[src/rtl/sec_pkg.sv]
package sec_pkg;
  localparam int NCTR    = 2;
  localparam int NEVT    = 15;
  localparam int SRC_W   = 4;
  localparam int SRC_LSB = 2;
  localparam int IEN_BIT = 0;
  localparam int LAST_BASIC = 9;
  localparam int OFF_CTRL = 'h00;
  localparam int OFF_STAT = 'h04;
  localparam int OFF_CFG0 = 'h0C;
  localparam int OFF_VAL0 = 'h14;
  localparam int STRIDE   = 4;
endpackage

[src/rtl/sec_src_mux.sv]
module sec_src_mux
  import sec_pkg::*;
#(
  parameter bit EXTENDED = 1'b1
) (
  input  logic             clk,
  input  logic             rst_n,
  input  logic [SRC_W-1:0] src_code,
  input  logic [NEVT-1:0]  evt,
  output logic             strobe
);
  logic [NEVT:0] padded;
  logic          valid;

  always_comb begin
    padded = {evt, 1'b0};
    valid  = (src_code != '0) &&
             (EXTENDED || (int'(src_code) <= LAST_BASIC));
    strobe = valid ? padded[src_code] : 1'b0;
  end

  p_disabled_r4: assert property (@(posedge clk) disable iff (!rst_n)
    (src_code == '0) |-> !strobe);
endmodule

[src/rtl/sec_sat_counter.sv]
module sec_sat_counter #(
  parameter int CNT_W = 32
) (
  input  logic             clk,
  input  logic             rst_n,
  input  logic             load,
  input  logic [CNT_W-1:0] load_val,
  input  logic             inc,
  output logic [CNT_W-1:0] q,
  output logic             hit_max
);
  localparam logic [CNT_W-1:0] MAXV = '1;
  logic [CNT_W-1:0] q_d;
  logic             q_en;

  always_comb begin
    q_en    = load || (inc && (q != MAXV));
    q_d     = load ? load_val : (q + 1'b1);
    hit_max = !load && inc && (q == MAXV - 1'b1);
  end

  always_ff @(posedge clk or negedge rst_n) begin
    if (!rst_n)    q <= '0;
    else if (q_en) q <= q_d;
  end

  p_no_wrap_r6: assert property (@(posedge clk) disable iff (!rst_n)
    (q == MAXV && !load) |=> (q == MAXV));
  p_step_r3: assert property (@(posedge clk) disable iff (!rst_n)
    !load |=> (q == $past(q) || q == $past(q) + 1'b1));
  p_load_r8: assert property (@(posedge clk) disable iff (!rst_n)
    load |=> (q == $past(load_val)));
endmodule

[src/rtl/sec_reg_decode.sv]
module sec_reg_decode
  import sec_pkg::*;
#(
  parameter int ADDR_W = 8,
  parameter int CNT_W  = 32
) (
  input  logic [ADDR_W-1:0]           addr,
  input  logic                        ctrl_en,
  input  logic [NCTR-1:0]             sat,
  input  logic [NCTR-1:0][SRC_W-1:0]  cfg_src,
  input  logic [NCTR-1:0]             cfg_ien,
  input  logic [NCTR-1:0][CNT_W-1:0]  vals,
  output logic                        sel_ctrl,
  output logic                        sel_stat,
  output logic [NCTR-1:0]             sel_cfg,
  output logic [NCTR-1:0]             sel_val,
  output logic [CNT_W-1:0]            rdata
);
  genvar gi;
  generate
    for (gi = 0; gi < NCTR; gi++) begin : g_sel
      assign sel_cfg[gi] = (addr == ADDR_W'(OFF_CFG0 - STRIDE * gi));
      assign sel_val[gi] = (addr == ADDR_W'(OFF_VAL0 - STRIDE * gi));
    end
  endgenerate

  assign sel_ctrl = (addr == ADDR_W'(OFF_CTRL));
  assign sel_stat = (addr == ADDR_W'(OFF_STAT));

  always_comb begin
    rdata = '0;
    if (sel_ctrl) rdata[0] = ctrl_en;
    if (sel_stat) rdata[NCTR-1:0] = sat;
    for (int i = 0; i < NCTR; i++) begin
      if (sel_cfg[i]) begin
        rdata[SRC_LSB +: SRC_W] = cfg_src[i];
        rdata[IEN_BIT]          = cfg_ien[i];
      end
      if (sel_val[i]) rdata = vals[i];
    end
  end
endmodule

[src/rtl/sat_evt_ctr_unit.sv]
module sat_evt_ctr_unit
  import sec_pkg::*;
#(
  parameter int ADDR_W   = 8,
  parameter int CNT_W    = 32,
  parameter bit EXTENDED = 1'b1
) (
  input  logic              clk,
  input  logic              rst_n,
  input  logic              bus_wr,
  input  logic [ADDR_W-1:0] bus_addr,
  input  logic [CNT_W-1:0]  bus_wdata,
  output logic [CNT_W-1:0]  bus_rdata,
  input  logic [NEVT-1:0]   evt_strobe,
  output logic              sat_irq
);
  logic                       ctrl_en_q, ctrl_en_d;
  logic [NCTR-1:0]            sat_q, sat_d;
  logic [NCTR-1:0][SRC_W-1:0] src_q, src_d;
  logic [NCTR-1:0]            ien_q, ien_d;
  logic [NCTR-1:0][CNT_W-1:0] vals;
  logic [NCTR-1:0]            hit_max, strobe, load, inc;
  logic                       sel_ctrl, sel_stat;
  logic [NCTR-1:0]            sel_cfg, sel_val;

  sec_reg_decode #(.ADDR_W(ADDR_W), .CNT_W(CNT_W)) u_dec (
    .addr(bus_addr), .ctrl_en(ctrl_en_q), .sat(sat_q), .cfg_src(src_q),
    .cfg_ien(ien_q), .vals(vals), .sel_ctrl(sel_ctrl), .sel_stat(sel_stat),
    .sel_cfg(sel_cfg), .sel_val(sel_val), .rdata(bus_rdata)
  );

  always_comb begin
    ctrl_en_d = (bus_wr && sel_ctrl) ? bus_wdata[0] : ctrl_en_q;
  end

  genvar gi;
  generate
    for (gi = 0; gi < NCTR; gi++) begin : g_ctr
      sec_src_mux #(.EXTENDED(EXTENDED)) u_mux (
        .clk(clk), .rst_n(rst_n), .src_code(src_q[gi]),
        .evt(evt_strobe), .strobe(strobe[gi])
      );

      assign load[gi] = bus_wr && sel_val[gi];
      assign inc[gi]  = ctrl_en_q && strobe[gi] && !load[gi];

      sec_sat_counter #(.CNT_W(CNT_W)) u_cnt (
        .clk(clk), .rst_n(rst_n), .load(load[gi]), .load_val(bus_wdata),
        .inc(inc[gi]), .q(vals[gi]), .hit_max(hit_max[gi])
      );

      always_comb begin
        src_d[gi] = src_q[gi];
        ien_d[gi] = ien_q[gi];
        if (bus_wr && sel_cfg[gi]) begin
          src_d[gi] = bus_wdata[SRC_LSB +: SRC_W];
          ien_d[gi] = bus_wdata[IEN_BIT];
        end
        sat_d[gi] = (sat_q[gi] && !(bus_wr && sel_stat && bus_wdata[gi]))
                    || hit_max[gi];
      end

      p_gate_r2: assert property (@(posedge clk) disable iff (!rst_n)
        (!ctrl_en_q && !load[gi]) |=> $stable(vals[gi]));
      p_sticky_r9: assert property (@(posedge clk) disable iff (!rst_n)
        (sat_q[gi] && !(bus_wr && sel_stat && bus_wdata[gi])) |=> sat_q[gi]);
    end
  endgenerate

  always_ff @(posedge clk or negedge rst_n) begin
    if (!rst_n) begin
      ctrl_en_q <= 1'b0;
      sat_q     <= '0;
      src_q     <= '0;
      ien_q     <= '0;
    end else begin
      ctrl_en_q <= ctrl_en_d;
      sat_q     <= sat_d;
      src_q     <= src_d;
      ien_q     <= ien_d;
    end
  end

  assign sat_irq = |(sat_q & ien_q);

  p_irq_r10: assert property (@(posedge clk) disable iff (!rst_n)
    sat_irq |-> (sat_q != '0));
endmodule

[config.mk]
export PLATFORM = sky130hd
export DESIGN_NAME = sat_evt_ctr_unit
export DESIGN_NICKNAME = d
export VERILOG_FILES = /design/src/rtl/sec_pkg.sv /design/src/rtl/sec_src_mux.sv /design/src/rtl/sec_sat_counter.sv /design/src/rtl/sec_reg_decode.sv /design/src/rtl/sat_evt_ctr_unit.sv
export SDC_FILE = /design/constraint.sdc
export NUM_CORES = 1
export LEC_CHECK = 0
export BUFFER_PORTS_ARGS = -buffer_cell sky130_fd_sc_hd__buf_2
export CORE_MARGIN = 10
export CORE_UTILIZATION = 56
export CTS_BUF_LIST = sky130_fd_sc_hd__clkbuf_8
export DETAILED_ROUTE_END_ITERATION = 10
export PLACE_DENSITY = 0.87
export SLEW_MARGIN = 20
export SYNTH_ARGS = -nofsm -noshare
export SYNTH_HDL_FRONTEND = slang
export SYNTH_SLANG_ARGS = --single-unit
[constraint.sdc]
create_clock -name clk -period 2.65 [get_ports clk]
set_input_delay 0.1325 -clock clk [delete_from_list [all_inputs] [get_ports clk]]
set_output_delay 0.1325 -clock clk [all_outputs]
set_load 0.1 [all_outputs]
Yosys cells after proc, flatten, opt, wreduce, memory -nomap -nowiden
Cells that the tools add are included.
{"block": "totals", "output_inout_bits": 33, "ff_bits": 77}
{"block": "op_classes", "muxes": 16, "n_addsub": 2, "n_reduce_logical": 32, "n_eq_ne": 9, "n_lt_le_gt_ge": 2, "bitwise": 1}
{"op": "32-bit 2-to-1 mux", "count": 4}
{"op": "32-bit by 1-bit adder with 32-bit output, second input constant", "count": 2}
{"op": "32-bit equality test, second input constant", "count": 2}
{"op": "32-bit != test, second input constant", "count": 2}
{"op": "1-bit logical AND", "count": 20}
{"op": "8-bit by 4-bit equality test with 1-bit output, second input constant", "count": 2}
{"op": "8-bit by 5-bit equality test with 1-bit output, second input constant", "count": 2}
{"op": "4-bit by 5-bit < comparator with 1-bit output, second input constant", "count": 2}
{"op": "1-bit binary-select mux with 4-bit select", "count": 2}
{"op": "8-bit by 3-bit equality test with 1-bit output, second input constant", "count": 1}
{"op": "8-bit zero test", "count": 1}
{"op": "4-bit 2-to-1 mux", "count": 2}
{"op": "4-bit nonzero test", "count": 2}
{"op": "1-bit 2-to-1 mux", "count": 7}
{"op": "1-bit zero test", "count": 4}
{"op": "1-bit logical OR", "count": 4}
{"op": "2-bit AND", "count": 1}
{"op": "2-bit 2-to-1 mux", "count": 1}
{"op": "2-bit OR reduction", "count": 1}

Logic depth before layout (Yosys ltp)
Gate-level depths: netlist of the first run.
{"block": "depth", "depth_word": 8, "depth_mapped": 9, "ltp_nobuf": 8}

Cells and area by module
Synthesis of the first run repeated with hierarchy kept, for this count alone.
{"block": "unflattened", "cells_unflattened": 617, "hier_area_um2": 5494.0}
{"mod": "sec_sat_counter", "seq_area_each_um2": 800.8, "instances": 2, "cells_each": 238, "area_each_um2": 2047.0}
{"mod": "sec_reg_decode", "seq_area_each_um2": 0.0, "instances": 1, "cells_each": 83, "area_each_um2": 595.6}
{"mod": "sat_evt_ctr_unit", "seq_area_each_um2": 325.3, "instances": 1, "cells_each": 38, "area_each_um2": 524.3}
{"mod": "sec_src_mux", "seq_area_each_um2": 0.0, "instances": 2, "cells_each": 10, "area_each_um2": 140.1}

Worst setup path before layout of the first run
No wires, ideal clock.
{"block": "synth_path", "path_type": "in2out", "startpoint": "input bus_addr[5]", "endpoint": "output bus_rdata[0]", "path_stages": 7, "path_slack_ps": -693, "t_arrival_ps": 3211, "path_cell_list": "nor3_1 nand2_1 nor2_1 and3_1 clkbuf_1 a221oi_1 o21ai_0"}
{"block": "synth_between", "elab_chain_len": 7}
{"element": "start, declared", "line": "sat_evt_ctr_unit.sv:11", "source": "input logic [ADDR_W-1:0] bus_addr,"}
{"element": "8-bit zero test", "line": "sec_reg_decode.sv:27", "source": "assign sel_ctrl = (addr == ADDR_W'(OFF_CTRL));"}
{"element": "1-bit 2-to-1 mux", "line": "sec_reg_decode.sv:32", "source": "if (sel_ctrl) rdata[0] = ctrl_en;"}
{"element": "2-bit 2-to-1 mux", "line": "sec_reg_decode.sv:33", "source": "if (sel_stat) rdata[NCTR-1:0] = sat;"}
{"element": "1-bit 2-to-1 mux", "line": "sec_reg_decode.sv:35", "source": "if (sel_cfg[i]) begin"}
{"element": "32-bit 2-to-1 mux", "line": "sec_reg_decode.sv:39", "source": "if (sel_val[i]) rdata = vals[i];"}
{"element": "1-bit 2-to-1 mux", "line": "sec_reg_decode.sv:35"}
{"element": "32-bit 2-to-1 mux *", "line": "sec_reg_decode.sv:39"}
{"element": "end, declared", "line": "sat_evt_ctr_unit.sv:13", "source": "output logic [CNT_W-1:0] bus_rdata,"}
Mark *: on every way between the ends. The rest lies on a longest branch, timed or not.

Final worst setup path of the first run
{"block": "layout_path", "startpoint": "register src_q[0] (netlist name)", "endpoint": "register g_ctr[0].u_cnt.q[13]"}
{"block": "layout_between", "elab_chain_len": 7}
{"element": "start, declared", "line": "sat_evt_ctr_unit.sv:19", "source": "logic [NCTR-1:0][SRC_W-1:0] src_q, src_d;"}
{"element": "start signal, assigned", "line": "sat_evt_ctr_unit.sv:79", "source": "src_q <= src_d;"}
{"element": "1-bit binary-select mux with 4-bit select", "line": "sec_src_mux.sv:19", "source": "strobe = valid ? padded[src_code] : 1'b0;"}
{"element": "1-bit 2-to-1 mux (not written as such)", "line": "sec_src_mux.sv:19"}
{"element": "1-bit 2-to-1 mux *", "line": "sec_src_mux.sv:19"}
{"element": "1-bit logical AND * (2 in a row)", "line": "sat_evt_ctr_unit.sv:45", "source": "assign inc[gi] = ctrl_en_q && strobe[gi] && !load[gi];"}
{"element": "1-bit logical AND *", "line": "sec_sat_counter.sv:17", "source": "q_en = load || (inc && (q != MAXV));"}
{"element": "1-bit logical OR *", "line": "sec_sat_counter.sv:17"}
{"element": "end signal, assigned", "line": "sec_sat_counter.sv:24", "source": "else if (q_en) q <= q_d;"}
{"element": "end, declared", "line": "sec_sat_counter.sv:9", "source": "output logic [CNT_W-1:0] q,"}
Mark *: on every way between the ends. The rest lies on a longest branch, timed or not. The select of a mux whose other input is x is not followed.
A chain may end at the register's enable or synchronous reset.

==> results of run 1 <==
-- routing by layer --
| layer | vias to the layer above | share of wire | track usage |
|---|---|---|---|
| met1 | 2546 | 0.37 | 0.293 |
| met4 | 0 | 0.040 | 0.129 |
| met2 | 409 | 0.48 | 0.402 |
| met3 | 80 | 0.11 | 0.0708 |
| li1 | 2373 | - | - |
| met5 | - | 0 | 0 |
-- cell type report --
cell class                 instances  area, µm²  share of cell area
multi-input combinational        481       3140               0.472
sequential                        77       1930               0.290
timing repair buffer             118       1190               0.179
clock buffer                      11        151              0.0228
tap                              111        139              0.0209
clock inverter                     5       73.8              0.0111
inverter                           9       33.8             0.00508
-- sequential cells by signal, indices dropped and copies added, names as in the netlist --
register / flops
src_q: 8
sat_q: 2
ien_q: 2
ctrl_en_q: 1
g_ctr.u_cnt.q: 64
-- critical path, cell delays in order, from the launching register on --
cell and delay (ps):
sky130_fd_sc_hd__dfrtp_1 450, sky130_fd_sc_hd__buf_4 210, sky130_fd_sc_hd__mux2_2 350, sky130_fd_sc_hd__o311ai_0 300, sky130_fd_sc_hd__buf_4 180, sky130_fd_sc_hd__a2bb2oi_4 150, sky130_fd_sc_hd__buf_12 250, sky130_fd_sc_hd__nor3_1 110
sky130_fd_sc_hd__xnor2_1 180, sky130_fd_sc_hd__a21oi_1 90
-- how the worst min path moves through the flow --
stage,endpoint,slack (ps),depth (start not counted)
floorplan,ctrl_en_q$_DFFE_PN0P_,-160,0
global placement,g_ctr[0].u_cnt.q[6]$_DFFE_PN0P_,180,1
detailed placement,g_ctr[0].u_cnt.q[7]$_DFFE_PN0P_,190,1
CTS,g_ctr[1].u_cnt.q[12]$_DFFE_PN0P_,0.8,3
global route,g_ctr[1].u_cnt.q[27]$_DFFE_PN0P_,10,3
finish,g_ctr[1].u_cnt.q[30]$_DFFE_PN0P_,4,3
-- synth_stat cells (4+ instances only) --
master,instances
sky130_fd_sc_hd__and3_1,8
sky130_fd_sc_hd__nand3_1,36
sky130_fd_sc_hd__nor2_1,65
sky130_fd_sc_hd__xnor2_1,34
sky130_fd_sc_hd__dfrtp_1,77
sky130_fd_sc_hd__ha_1,4
sky130_fd_sc_hd__mux2i_1,9
sky130_fd_sc_hd__clkbuf_1,25
sky130_fd_sc_hd__nor4_2,6
sky130_fd_sc_hd__a222oi_1,4
sky130_fd_sc_hd__nor4_4,5
sky130_fd_sc_hd__a22o_1,29
sky130_fd_sc_hd__nor4b_2,5
sky130_fd_sc_hd__inv_1,9
sky130_fd_sc_hd__a21oi_1,43
sky130_fd_sc_hd__xor2_1,23
sky130_fd_sc_hd__o21ai_0,23
sky130_fd_sc_hd__nand3b_1,4
sky130_fd_sc_hd__mux2_2,12
sky130_fd_sc_hd__nand2_1,68
sky130_fd_sc_hd__nor3_1,27
sky130_fd_sc_hd__buf_2,7
sky130_fd_sc_hd__nand4_1,30
-- through the flow --
step / hold slack (ps) / utilization / instance area, µm² / setup slack (ps) / instances
floorplan: -163 / - / 5260 / 63.2 / 605
global placement: 179 / 0.694 / 6380 / 362 / 791
detailed placement: 186 / 0.694 / 6380 / 288 / 791
CTS: 0.845 / 0.724 / 6650 / 224 / 812
global route: 9.98 / 0.724 / 6650 / 27.3 / 812
finish: 3.65 / 0.724 / 6650 / 208 / 812
-- logic make-up (layout without fill, tap and decap cells) --
group | Yosys count | count (layout) | share of synthesized area
DFF | 77 | 77 | 0.367
muxes | 23 | 23 | 0.0514
buffers and inverters | 47 | 143 | 0.0405
xor gates and xnor gates | 57 | 57 | 0.0950
adders and majority gates | 4 | 4 | 0.00952
AOI/OAI and AO/OA | 120 | 120 | 0.150
and+or+nand+nor | 277 | 277 | 0.286
-- report_power, final --
group / total [mW] / internal (mW) / switching, mW
Sequential: 1.38 / 1.25 / 0.131
Combinational: 0.292 / 0.148 / 0.144
Clock: 1.03 / 0.576 / 0.455
==> flow_summary.rst, run 1 <==
.. list-table::
   :header-rows: 1

   * - Metric
     - Value
   * - CTS tree
     - yes
   * - Origin of the worst setup path
     - src_q[0]$_DFFE_PN0P_
   * - Share of the yosys chip area belonging to registers
     - 0.367
   * - Post-CTS sizing
     - 0
   * - Global-route wire length before repair
     - 27,000 µm
   * - Layout net count
     - 758
   * - R2R depth
     - 9
   * - Endpoint of the most critical register-to-register path
     - g_ctr[0].u_cnt.q[13]$_DFFE_PN0P_
   * - Total wire length after detailed routing
     - ~17,000 µm
   * - Pin count of the biggest net entering global routing
     - 50
   * - Classification of the worst-slack hold path
     - input pin to flop
   * - Clock latency on the worst-skew pair
     - 360 ps
   * - HP Start
     - bus_wdata[30]
   * - Die area
     - between 10,000 and 15,000 µm²
   * - Antenna-violating nets left
     - 0
   * - Reg clk slew, reported paths
     - approximately 80 ps
   * - Congestion Overflow GR
     - 0
   * - Overall power after layout
     - between 2 and 3 mW
   * - Number of setup buffers added after CTS
     - 0
   * - Routed via count
     - 5,408
   * - Number of enable flip-flop cells after synthesis
     - 0
   * - Detailed placer's ending HPWL
     - around 12,000 µm
   * - Yosys top cell area share
     - 0.367
   * - Number of global-route vias before repair
     - between 5,000 and 6,000
   * - Post-synthesis instance area
     - 5260 µm²
   * - Worst Setup EP
     - g_ctr[0].u_cnt.q[13]$_DFFE_PN0P_
   * - Antenna violations before repair
     - 0
   * - Post-Synthesis Mean Instance Area
     - between 8 and 9 µm²
   * - Final Wtd Congestion
     - approximately 0.91
   * - Share of cells above drive strength 1
     - 0.234
   * - Reported leakage power
     - between 2 and 3 nW
   * - Worst EP required
     - 2870 ps
   * - Critical path arrival
     - 2660 ps
   * - Worst IR Drop VDD
     - between 0.0002 and 0.0003 V
   * - Actual transition at the worst max-transition pin
     - 649 ps
   * - Final-layout setup total negative slack
     - 0 ps
   * - Count of mapped cells out of synthesis
     - 605
   * - Ratio of routed vias to standard cells
     - roughly 6.7
   * - CTS Buf Count
     - 9
   * - Number of I/O pins
     - between 90 and 100
   * - Routed wire per std cell
     - about 21 µm
   * - F_max
     - 409 MHz
   * - Clock tree buffer depth
     - 2
   * - Post-route fraction of the period consumed by the critical path
     - 0.922
   * - Number of input and output port buffers inserted
     - 90
   * - Post-detailed-route DRC marker count
     - 0
   * - R2R Setup Slk
     - around 210 ps
   * - Biggest area contributors in the synthesized netlist
     - sky130_fd_sc_hd__dfrtp_1, sky130_fd_sc_hd__xnor2_1, sky130_fd_sc_hd__nand2_1
   * - Post-synth top flop
     - sky130_fd_sc_hd__dfrtp_1
   * - Outcome
     - finished, final reports clean
   * - # setup viols final
     - 0
   * - Fill cells
     - between 600 and 700
   * - Netlist cell types
     - 55
   * - Number of max-capacitance violations reported
     - 0
   * - Most frequent cells in the layout
     - sky130_fd_sc_hd__dfrtp_1, sky130_fd_sc_hd__nand2_1, sky130_fd_sc_hd__nor2_1
   * - Startpoint of the lowest-slack register-to-register path
     - src_q[0]$_DFFE_PN0P_
   * - Tot GR Track Use
     - 0.248
   * - Root buffer selected by CTS
     - sky130_fd_sc_hd__clkbuf_8
   * - Total number of clock tree sinks
     - 77
   * - Number of nets in the synthesized netlist
     - 667
   * - Height of the die
     - 117 µm
   * - Post-synthesis async set-or-reset flop share
     - 1.00
   * - Power density relative to cell area
     - 407 nW/µm²
   * - Placement row count
     - 35
   * - Yosys warns
     - 0
   * - Ant diodes
     - 0
   * - Clock H-tree levels
     - 3
   * - Starting density of the core
     - 0.571
   * - Worst setup SP type
     - flop
   * - Cell type with the largest total area after synthesis
     - sky130_fd_sc_hd__dfrtp_1
   * - Number of storage elements in the synthesis netlist
     - 77
   * - Critical path start-end classification
     - flop to flop
   * - Kind of capture point of the worst setup path
     - flop
   * - Leading cell type in the layout, fill and taps excluded
     - sky130_fd_sc_hd__dfrtp_1
   * - RSZ-0062 raised after global routing
     - no
   * - Period minus WS final
     - 2440 ps
   * - Relative area change from synthesis to final layout
     - 26.6%
   * - Worst slew margin relative to its limit
     - 0.567
   * - Area of the core
     - 9200 µm²
   * - CTS Hold Buffers Added
     - 5
   * - Count of pins over their slew limit
     - 0
   * - Worst-path fanout max
     - 34
   * - Detailed-routing iteration count for the pre-antenna-repair pass
     - 6
   * - Endpoints failing hold
     - 0
   * - Iteration-0 DRC Markers
     - 608
   * - Skew final
     - between 10 and 15 ps
   * - Die W
     - 117 µm
Note: power is estimated with default switching activity, not from simulation.
==> run 2, diff against run 1 <==
ABC_AREA = 1   (was not set)
BUFFER_PORTS_ARGS = -buffer_cell sky130_fd_sc_hd__clkbuf_2   (was -buffer_cell sky130_fd_sc_hd__buf_2)
CTS_BUF_LIST = not set   (was sky130_fd_sc_hd__clkbuf_8)
PLACE_DENSITY = 0.85   (was 0.87)
==> run 2 against run 1 <==
Compared with the run above: count of clock-buffer cells in the layout fell by 1; via count rose by 43%; non-clock buffer count fell by 17; cell count is 65% higher; sequential power down 12%; global-route usage rose by 2.2 points; sequential share of layout area fell by 3.8 points; register-to-register slack improved by 180 ps; routed wire length is 34% higher; combinational power is 33% lower; design area up 15%; critical endpoint is now g_ctr[1].u_cnt.q[10]$_DFFE_PN0P_; largest power group is now clock.
==> flow_summary.rst, run 2 <==
.. list-table::
   :header-rows: 1

   * - Metric
     - Value
   * - RSZ-0062 raised after global routing
     - no
   * - Classification of the worst-slack hold path
     - input pin to flop
   * - Number of enable flip-flop cells after synthesis
     - 0 (unchanged)
   * - Die area
     - 16,500 µm² (+21%)
   * - Congestion Overflow GR
     - 0 (unchanged)
   * - R2R Setup Slk
     - 390 ps (+180 ps)
   * - Clock latency on the worst-skew pair
     - 360 ps (about the same)
   * - Number of setup buffers added after CTS
     - 0 (unchanged)
   * - CTS tree
     - yes
   * - Clock H-tree levels
     - 3 (unchanged)
   * - Routed via count
     - 7,735 (+43%)
   * - Post-layout worst setup margin
     - 386 ps (+178 ps)
   * - Yosys top cell area share
     - 0.292 (-0.0743)
   * - Number of input and output port buffers inserted
     - 90 (unchanged)
   * - Detailed-routing iteration count for the pre-antenna-repair pass
     - 6 (unchanged)
   * - Most frequent cells in the layout
     - sky130_fd_sc_hd__nand2_1, sky130_fd_sc_hd__nand3_1, sky130_fd_sc_hd__nor2_1
   * - Worst IR Drop VDD
     - 0.000465 V (+70%)
   * - Number of storage elements in the synthesis netlist
     - 77 (unchanged)
   * - Most frequently used cell type in the post-synthesis netlist
     - sky130_fd_sc_hd__nand2_1
   * - Critical path arrival
     - 2510 ps (-150 ps)
   * - Root buffer selected by CTS
     - sky130_fd_sc_hd__clkbuf_16
   * - Placement row count
     - 39 (+11%)
   * - Actual transition at the worst max-transition pin
     - 1020 ps (+376 ps)
   * - Number of nets in the synthesized netlist
     - 1,182 (+77%)
   * - Fill cells
     - 1,033 (+63%)
   * - R2R depth
     - 10 (+1)
   * - Most flop-heavy register
     - g_ctr.u_cnt.q
   * - Worst-path fanout max
     - 32 (-5.9%)
   * - Final design area excluding fillers
     - 7670 µm² (+15%)
   * - Endpoint with the worst hold slack
     - g_ctr[1].u_cnt.q[28]$_DFFE_PN0P_
   * - Count of pins over their slew limit
     - 0 (unchanged)
   * - Leading post-synthesis cells by instance count
     - sky130_fd_sc_hd__nand2_1, sky130_fd_sc_hd__nand3_1, sky130_fd_sc_hd__nor2_1
   * - Final Wtd Congestion
     - 1.03 (+13%)
   * - Period minus WS final
     - 2260 ps (-178 ps)
   * - Share of the yosys chip area belonging to registers
     - 0.292 (-0.0743)
   * - Worst setup SP type
     - flop
   * - Reported leakage power
     - 3.76 nW (+39%)
   * - Cell type with the largest total area after synthesis
     - sky130_fd_sc_hd__dfrtp_1
   * - HP Start
     - bus_wdata[28]
   * - Layout net count
     - 1,255 (+66%)
   * - Startpoint of the lowest-slack register-to-register path
     - g_ctr[1].u_cnt.q[1]$_DFFE_PN0P_
   * - Post-Synthesis Mean Instance Area
     - 5.89 µm² (-32%)
   * - Top layer used by detailed routing
     - met4
   * - Number of I/O pins
     - 91 (unchanged)
   * - Kind of capture point of the worst setup path
     - flop
   * - Clock tree buffer depth
     - 2 (unchanged)
   * - Skew final
     - 5.36 ps (-6.30 ps)
   * - Number of global-route vias before repair
     - 7,064 (+28%)
   * - Total number of clock tree sinks
     - 77 (unchanged)
   * - Iteration-0 DRC Markers
     - 1,121 (+84%)
   * - Post-detailed-route DRC marker count
     - 0 (unchanged)
   * - Met2 wire len
     - 10,300 µm (+29%)
   * - Regs by FF count
     - g_ctr.u_cnt.q: 64 flops, src_q: 8 flops
   * - Critical path start-end classification
     - flop to flop
   * - Share of cells above drive strength 1
     - 0.121 (-0.113)
   * - CTS Hold Buffers Added
     - 1 (-4)
   * - Post-route fraction of the period consumed by the critical path
     - 0.855 (-0.0671)
   * - Ant diodes
     - 0 (unchanged)
   * - Outcome
     - finished, final reports clean
   * - Number of max-capacitance violations reported
     - 0 (unchanged)
   * - WL met3
     - 2690 µm (+41%)
   * - Pre-CTS worst setup slack
     - 456 ps (+167 ps)
   * - Antenna violations before repair
     - 0 (unchanged)
   * - Post-synthesis async set-or-reset flop share
     - 1.00 (unchanged)
   * - Netlist cell types
     - 31 (-44%)
   * - Post-synthesis instance area
     - 6590 µm² (+25%)
   * - Die W
     - 128 µm (+9.9%)
   * - Antenna-violating nets left
     - 0 (unchanged)
   * - Routed wire per std cell
     - 16.7 µm (-19%)
   * - Wire length the detailed router placed on met1
     - 8420 µm (+36%)
   * - Ratio of routed vias to standard cells
     - 5.77 (-13%)
   * - Final-layout setup total negative slack
     - 0 ps (unchanged)
   * - Height of the die
     - 128 µm (+9.9%)
   * - Worst EP required
     - 2900 ps (+30 ps)
   * - Post-CTS sizing
     - 0 (unchanged)
   * - Worst slew margin relative to its limit
     - 0.317 (-0.250)
   * - Detailed placer's ending HPWL
     - 17,000 µm (+43%)
   * - Global-route wire length before repair
     - 35,800 µm (+32%)
   * - Area of the core
     - 11,500 µm² (+25%)
   * - Yosys warns
     - 0 (unchanged)
   * - Reg clk slew, reported paths
     - 60 ps (-20 ps)
   * - F_max
     - 442 MHz (+7.8%)
   * - Relative area change from synthesis to final layout
     - 16.4%
   * - Power density relative to cell area
     - 372 nW/µm² (-8.6%)
   * - Biggest area contributors in the synthesized netlist
     - sky130_fd_sc_hd__dfrtp_1, sky130_fd_sc_hd__nand2_1, sky130_fd_sc_hd__nand3_1
   * - Endpoint of the most critical register-to-register path
     - g_ctr[1].u_cnt.q[10]$_DFFE_PN0P_
   * - Placement-stage cell area
     - 7320 µm² (+15%)
   * - Total wire length after detailed routing
     - 22,400 µm (+34%)
   * - Endpoints failing hold
     - 0 (unchanged)
   * - Leading cell type in the layout, fill and taps excluded
     - sky130_fd_sc_hd__nand2_1
   * - Tot GR Track Use
     - 0.270 (+0.0219)
   * - Post-synth top flop
     - sky130_fd_sc_hd__dfrtp_1
   * - Starting density of the core
     - 0.575 (+0.00337)
   * - Count of mapped cells out of synthesis
     - 1,120 (+85%)
   * - CTS Buf Count
     - 9 (unchanged)
   * - Flip-flop count of the largest register, all copies and words added
     - 64 (unchanged)
   * - # setup viols final
     - 0 (unchanged)
   * - Number of cells on the worst hold path
     - 5 (+2)
   * - Pin count of the biggest net entering global routing
     - 78 (+56%)
run 2: critical path, stage by stage (launching register included):
cell and delay (ps):
sky130_fd_sc_hd__dfrtp_1 440, sky130_fd_sc_hd__ha_1 290, sky130_fd_sc_hd__inv_2 80, sky130_fd_sc_hd__nor2_4 210, sky130_fd_sc_hd__nand2_2 100, sky130_fd_sc_hd__nor2_2 150, sky130_fd_sc_hd__nand2_1 80, sky130_fd_sc_hd__nand3_2 280
sky130_fd_sc_hd__nand2_4 290, sky130_fd_sc_hd__nand2_1 160, sky130_fd_sc_hd__nand2_1 60
run 2: kinds of logic (layout without fill, tap and decap cells):
group / count (synthesis) / in the layout / share of synthesized area
flops: 77 / 77 / 0.292
buf+inv: 135 / 213 / 0.0892
xor+xnor: 28 / 28 / 0.0372
simple gates: 783 / 783 / 0.492
compound gates: 93 / 93 / 0.0820
fa+ha+maj: 4 / 4 / 0.00759
run 2: metrics by stage:
| step | std cells | hold WS [ps] | util | power, mW |
|---|---|---|---|---|
| CTS | 1341 | 85.5 | 0.669 | 2.86 |
| finish | 1341 | 87.8 | 0.669 | 2.86 |
| global placement | 1324 | 369 | 0.639 | 1.41 |
| floorplan | 1120 | -163 | - | 1.30 |
| detailed placement | 1324 | 367 | 0.639 | 1.42 |
| global route | 1341 | 111 | 0.669 | 2.93 |
run 2: power by group:
part	total, mW	internal [mW]	switching, mW
clock network	1.45	0.920	0.533
registers	1.21	1.19	0.0202
logic	0.196	0.0644	0.131
run 2: layout make-up:
class	count	area [µm²]	area share
Clock buffer	10	229	0.0298
Clock inverter	6	111	0.0145
Inverter	96	360	0.0470
Multi-Input combinational cell	908	4080	0.531
Sequential cell	77	1930	0.251
Tap cell	143	179	0.0233
Timing Repair Buffer	101	791	0.103
run 2: worst max-delay path by stage:
stage	startpoint	cells past startpoint	slack, ps	end
2_1_floorplan	bus_addr[1]	6	-550	bus_rdata[16]
3_3_place_gp	g_ctr[1].u_cnt.q[1]$_DFFE_PN0P_	10	560	g_ctr[1].u_cnt.q[15]$_DFFE_PN0P_
3_5_place_dp	g_ctr[1].u_cnt.q[1]$_DFFE_PN0P_	10	460	g_ctr[1].u_cnt.q[29]$_DFFE_PN0P_
4_1_cts	g_ctr[1].u_cnt.q[1]$_DFFE_PN0P_	10	450	g_ctr[1].u_cnt.q[11]$_DFFE_PN0P_
5_1_grt	g_ctr[1].u_cnt.q[1]$_DFFE_PN0P_	10	230	g_ctr[1].u_cnt.q[13]$_DFFE_PN0P_
6_report	g_ctr[1].u_cnt.q[1]$_DFFE_PN0P_	10	390	g_ctr[1].u_cnt.q[10]$_DFFE_PN0P_
run 2: routing by layer:
| layer | vias up | track usage |
|---|---|---|
| li1 | 3706 | - |
| met4 | 0 | 0.129 |
| met2 | 483 | 0.413 |
| met5 | - | 0 |
| met3 | 78 | 0.0867 |
| met1 | 3468 | 0.338 |
==> run 3, diff against run 2 <==
SLEW_MARGIN = 5   (was 20)
SYNTH_HIERARCHICAL = 1   (was not set)
==> run 3 against run 2 <==
Compared with the run above: sequential share of layout area rose by 1.1 points; combinational power rose by 63%; core utilization fell by 2.6 points; first-iteration DRC count fell by 17%; power rose by 3.6%; global-route usage fell by 1.4 points; area after synthesis fell by 0.72%; flip-flop and latch count did not move; design area fell by 4.2%.
==> flow_summary.rst, run 3 <==
.. list-table::
   :header-rows: 1

   * - Metric
     - Value
   * - Regs by FF count
     - g_ctr.u_cnt/q: 64 flops, src_q: 8 flops
   * - Area taken by flip-flops and latches
     - 1930 µm² (unchanged)
   * - Worst slew margin relative to its limit
     - 0.344 (+0.0266)
   * - Number of cells on the worst hold path
     - 3 (-2)
   * - Congestion Overflow GR
     - 0 (unchanged)
   * - CTS tree
     - yes
   * - Internal power consumption
     - 2.12 mW (-2.3%)
   * - Worst-path fanout max
     - 33 (+3.1%)
   * - R2R Setup Slk
     - 540 ps (+150 ps)
   * - Number of global-route vias before repair
     - 6,763 (-4.3%)
   * - # setup viols final
     - 0 (unchanged)
   * - Total wire length after detailed routing
     - 21,300 µm (-5.2%)
   * - Worst EP required
     - 2890 ps (about the same)
   * - Period minus WS final
     - 2110 ps (-152 ps)
   * - Clock latency on the worst-skew pair
     - 350 ps (about the same)
   * - Combined area of the multi-input logic cells
     - 4040 µm² (-0.92%)
   * - Pin count of the biggest net entering global routing
     - 78 (unchanged)
   * - Number of nets in the synthesized netlist
     - 1,128 (-4.6%)
   * - Endpoint of the most critical register-to-register path
     - g_ctr[0].u_cnt/q[12]$_DFFE_PN0P_
   * - Reported leakage power
     - 3.57 nW (-4.9%)
   * - Most frequently used cell type in the post-synthesis netlist
     - sky130_fd_sc_hd__nand2_1
   * - Kind of capture point of the worst setup path
     - flop
   * - Post-Synthesis Mean Instance Area
     - 6.14 µm² (+4.3%)
   * - Number of enable flip-flop cells after synthesis
     - 0 (unchanged)
   * - Die W
     - 128 µm (-0.30%)
   * - Tot GR Track Use
     - 0.255 (-0.0145)
   * - Clock tree buffer depth
     - 2 (unchanged)
   * - Post-route fraction of the period consumed by the critical path
     - 0.797 (-0.0573)
   * - Actual transition at the worst max-transition pin
     - 985 ps (-39.8 ps)
   * - Share of the yosys chip area belonging to registers
     - 0.294 (+0.00212)
   * - Starting density of the core
     - 0.573 (-0.00171)
   * - Flip-flop count of the largest register, all copies and words added
     - 64 (unchanged)
   * - RSZ-0062 raised after global routing
     - no
   * - Yosys top cell area share
     - 0.294 (+0.00212)
   * - P_sw
     - 0.837 mW (+22%)
   * - Height of the die
     - 128 µm (-0.30%)
   * - Netlist cell types
     - 29 (-6.5%)
   * - Critical path arrival
     - 2350 ps (-160 ps)
   * - Net switching share of the total power
     - 0.283 (+0.0434)
   * - Startpoint of the lowest-slack register-to-register path
     - g_ctr[0].u_cnt/q[0]$_DFFE_PN0P_
   * - Post-synthesis async set-or-reset flop share
     - 1.00 (unchanged)
   * - Antenna violations before repair
     - 0 (unchanged)
   * - Cell type with the largest total area after synthesis
     - sky130_fd_sc_hd__dfrtp_1
   * - CTS Hold Buffers Added
     - 1 (unchanged)
   * - Fraction of power consumed by combinational cells
     - 0.108 (+0.040)
   * - Area of the core
     - 11,400 µm² (-0.42%)
   * - Final-layout setup total negative slack
     - 0 ps (unchanged)
   * - Critical path start-end classification
     - flop to flop
   * - Worst IR Drop VDD
     - 0.000455 V (-2.3%)
   * - Iteration-0 DRC Markers
     - 935 (-17%)
   * - Die area
     - 16,400 µm² (-0.61%)
   * - Global-route wire length before repair
     - 34,100 µm (-4.8%)
   * - Post-detailed-route DRC marker count
     - 0 (unchanged)
   * - Post-CTS sizing
     - 0 (unchanged)
   * - Layout net count
     - 1,208 (-3.7%)
   * - Root buffer selected by CTS
     - sky130_fd_sc_hd__clkbuf_16
   * - Skew final
     - 8.20 ps (+2.84 ps)
   * - Share of cells above drive strength 1
     - 0.145 (+0.0241)
   * - Fraction of power consumed by the clock network
     - 0.429 (-0.080)
   * - F_max
     - 473 MHz (+7.2%)
   * - Chain of cells forming the critical path
     - ha_1, nand2_2, nor2_4, nand2_4, nor2_8, nand2_2, nand2_4, nand2_1, nand2_1, nand2_1
   * - Count of pins over their slew limit
     - 0 (unchanged)
   * - Number of storage elements in the synthesis netlist
     - 77 (unchanged)
   * - Share of total power in sequential cells
     - 0.464 (+0.041)
   * - Count of mapped cells out of synthesis
     - 1,066 (-4.8%)
   * - Detailed placer's ending HPWL
     - 16,300 µm (-4.4%)
   * - Leading post-synthesis cells by instance count
     - sky130_fd_sc_hd__nand2_1, sky130_fd_sc_hd__nand3_1, sky130_fd_sc_hd__nor2_1
   * - Number of max-capacitance violations reported
     - 0 (unchanged)
   * - Relative area change from synthesis to final layout
     - 12.3%
   * - Endpoints failing hold
     - 0 (unchanged)
   * - Worst setup SP type
     - flop
   * - Fill cells
     - 1,106 (+7.1%)
   * - Most flop-heavy register
     - g_ctr.u_cnt/q
   * - Most frequent cells in the layout
     - sky130_fd_sc_hd__nand2_1, sky130_fd_sc_hd__nand3_1, sky130_fd_sc_hd__nor2_1
   * - CTS Buf Count
     - 9 (unchanged)
   * - Classification of the worst-slack hold path
     - input pin to flop
   * - Placement row count
     - 39 (unchanged)
   * - Slowest stage delay, CP
     - 470 ps (+30 ps)
   * - Number of setup buffers added after CTS
     - 0 (unchanged)
   * - Ant diodes
     - 0 (unchanged)
   * - Yosys warns
     - 6 (+6)
   * - Ratio of routed vias to standard cells
     - 5.66 (-1.9%)
   * - R2R depth
     - 10 (unchanged)
   * - Post-synth top flop
     - sky130_fd_sc_hd__dfrtp_1
   * - Final Wtd Congestion
     - 0.964 (-6.4%)
   * - Outcome
     - finished, final reports clean
   * - Power density relative to cell area
     - 403 nW/µm² (+8.2%)
   * - Number of input and output port buffers inserted
     - 90 (unchanged)
   * - Clock H-tree levels
     - 3 (unchanged)
   * - Routed wire per std cell
     - 16.4 µm (-1.7%)
   * - Routed via count
     - 7,324 (-5.3%)
   * - Endpoint with the worst hold slack
     - g_ctr[1].u_cnt/q[19]$_DFFE_PN0P_
   * - Total number of clock tree sinks
     - 77 (unchanged)
   * - Post-Route Hold Slack
     - 35.1 ps (-52.7 ps)
   * - Detailed-routing iteration count for the pre-antenna-repair pass
     - 5 (-1)
   * - Leading cell type in the layout, fill and taps excluded
     - sky130_fd_sc_hd__nand2_1
   * - Biggest area contributors in the synthesized netlist
     - sky130_fd_sc_hd__dfrtp_1, sky130_fd_sc_hd__nand2_1, sky130_fd_sc_hd__nand3_1
   * - Post-synthesis instance area
     - 6540 µm² (-0.72%)
   * - Reg clk slew, reported paths
     - 60 ps (about the same)
   * - Antenna-violating nets left
     - 0 (unchanged)
   * - HP Start
     - bus_wdata[19]
   * - Dominant cell type by count on the critical path
     - sky130_fd_sc_hd__nand2_1
   * - Number of I/O pins
     - 91 (unchanged)
   * - Cell at the slowest stage of the critical path
     - sky130_fd_sc_hd__dfrtp_1
[run 3: logic make-up after synthesis]
logic type / count (synthesis) / share of synthesized area
DFF: 77 / 0.294
adders and majority gates: 4 / 0.00765
xor gates and xnor gates: 18 / 0.0241
and+or+nand+nor: 788 / 0.529
buffers and inverters: 128 / 0.0895
AOI/OAI and AO/OA: 51 / 0.0553
[run 3: power groups by stage]
stage | clock network, mW | logic [mW] | registers, mW
floorplan | 0 | 0.192 | 1.34
global placement | 0 | 0.304 | 1.38
detailed placement | 0 | 0.314 | 1.38
CTS | 1.28 | 0.316 | 1.36
global route | 1.33 | 0.362 | 1.38
finish | 1.27 | 0.319 | 1.37
[run 3: layout make-up]
| type | count | share of cell area |
|---|---|---|
| multi-input combinational | 861 | 0.550 |
| sequential | 77 | 0.262 |
| timing repair buffer | 102 | 0.0742 |
| inverter | 95 | 0.0485 |
| clock buffer | 11 | 0.0330 |
| tap | 143 | 0.0243 |
| clock inverter | 5 | 0.00817 |
[run 3: stage by stage]
stage	instance area [µm²]	power, mW	utilization	std cells	worst slack (ps)
after global routing	7350	3.07	0.644	1294	260
final	7350	2.96	0.644	1294	537
after detailed placement	7040	1.70	0.616	1277	589
after floorplan	6540	1.53	-	1066	838
after global placement	7040	1.69	0.616	1277	613
after CTS	7350	2.96	0.644	1294	575
[run 3: worst max path at each step]
stage | cells past startpoint | start | slack [ps] | to
detailed placement | 10 | g_ctr[0].u_cnt/q[0]$_DFFE_PN0P_ | 590 | g_ctr[0].u_cnt/q[12]$_DFFE_PN0P_
global placement | 10 | g_ctr[1].u_cnt/q[0]$_DFFE_PN0P_ | 610 | g_ctr[1].u_cnt/q[12]$_DFFE_PN0P_
finish | 10 | g_ctr[0].u_cnt/q[0]$_DFFE_PN0P_ | 540 | g_ctr[0].u_cnt/q[12]$_DFFE_PN0P_
floorplan | 5 | bus_addr[7] | 840 | bus_rdata[4]
CTS | 10 | g_ctr[0].u_cnt/q[0]$_DFFE_PN0P_ | 570 | g_ctr[0].u_cnt/q[12]$_DFFE_PN0P_
global route | 14 | src_q[6]$_DFFE_PN0P_ | 260 | g_ctr[1].u_cnt/q[7]$_DFFE_PN0P_
[run 3: routing by layer]
layer  global-route usage  share of wire  vias up
li1                     -              -     3555
met1                0.319           0.40     3347
met2                0.417           0.48      363
met3               0.0591          0.089       59
met4               0.0987          0.032        0
met5                    0              0        -
[run 3: critical path, delay by kind of cell (launching register included)]
kind / cells / cell delay, ps
and+or+nand+nor: 9 / 1230
DFF: 1 / 470
adders and majority gates: 1 / 290
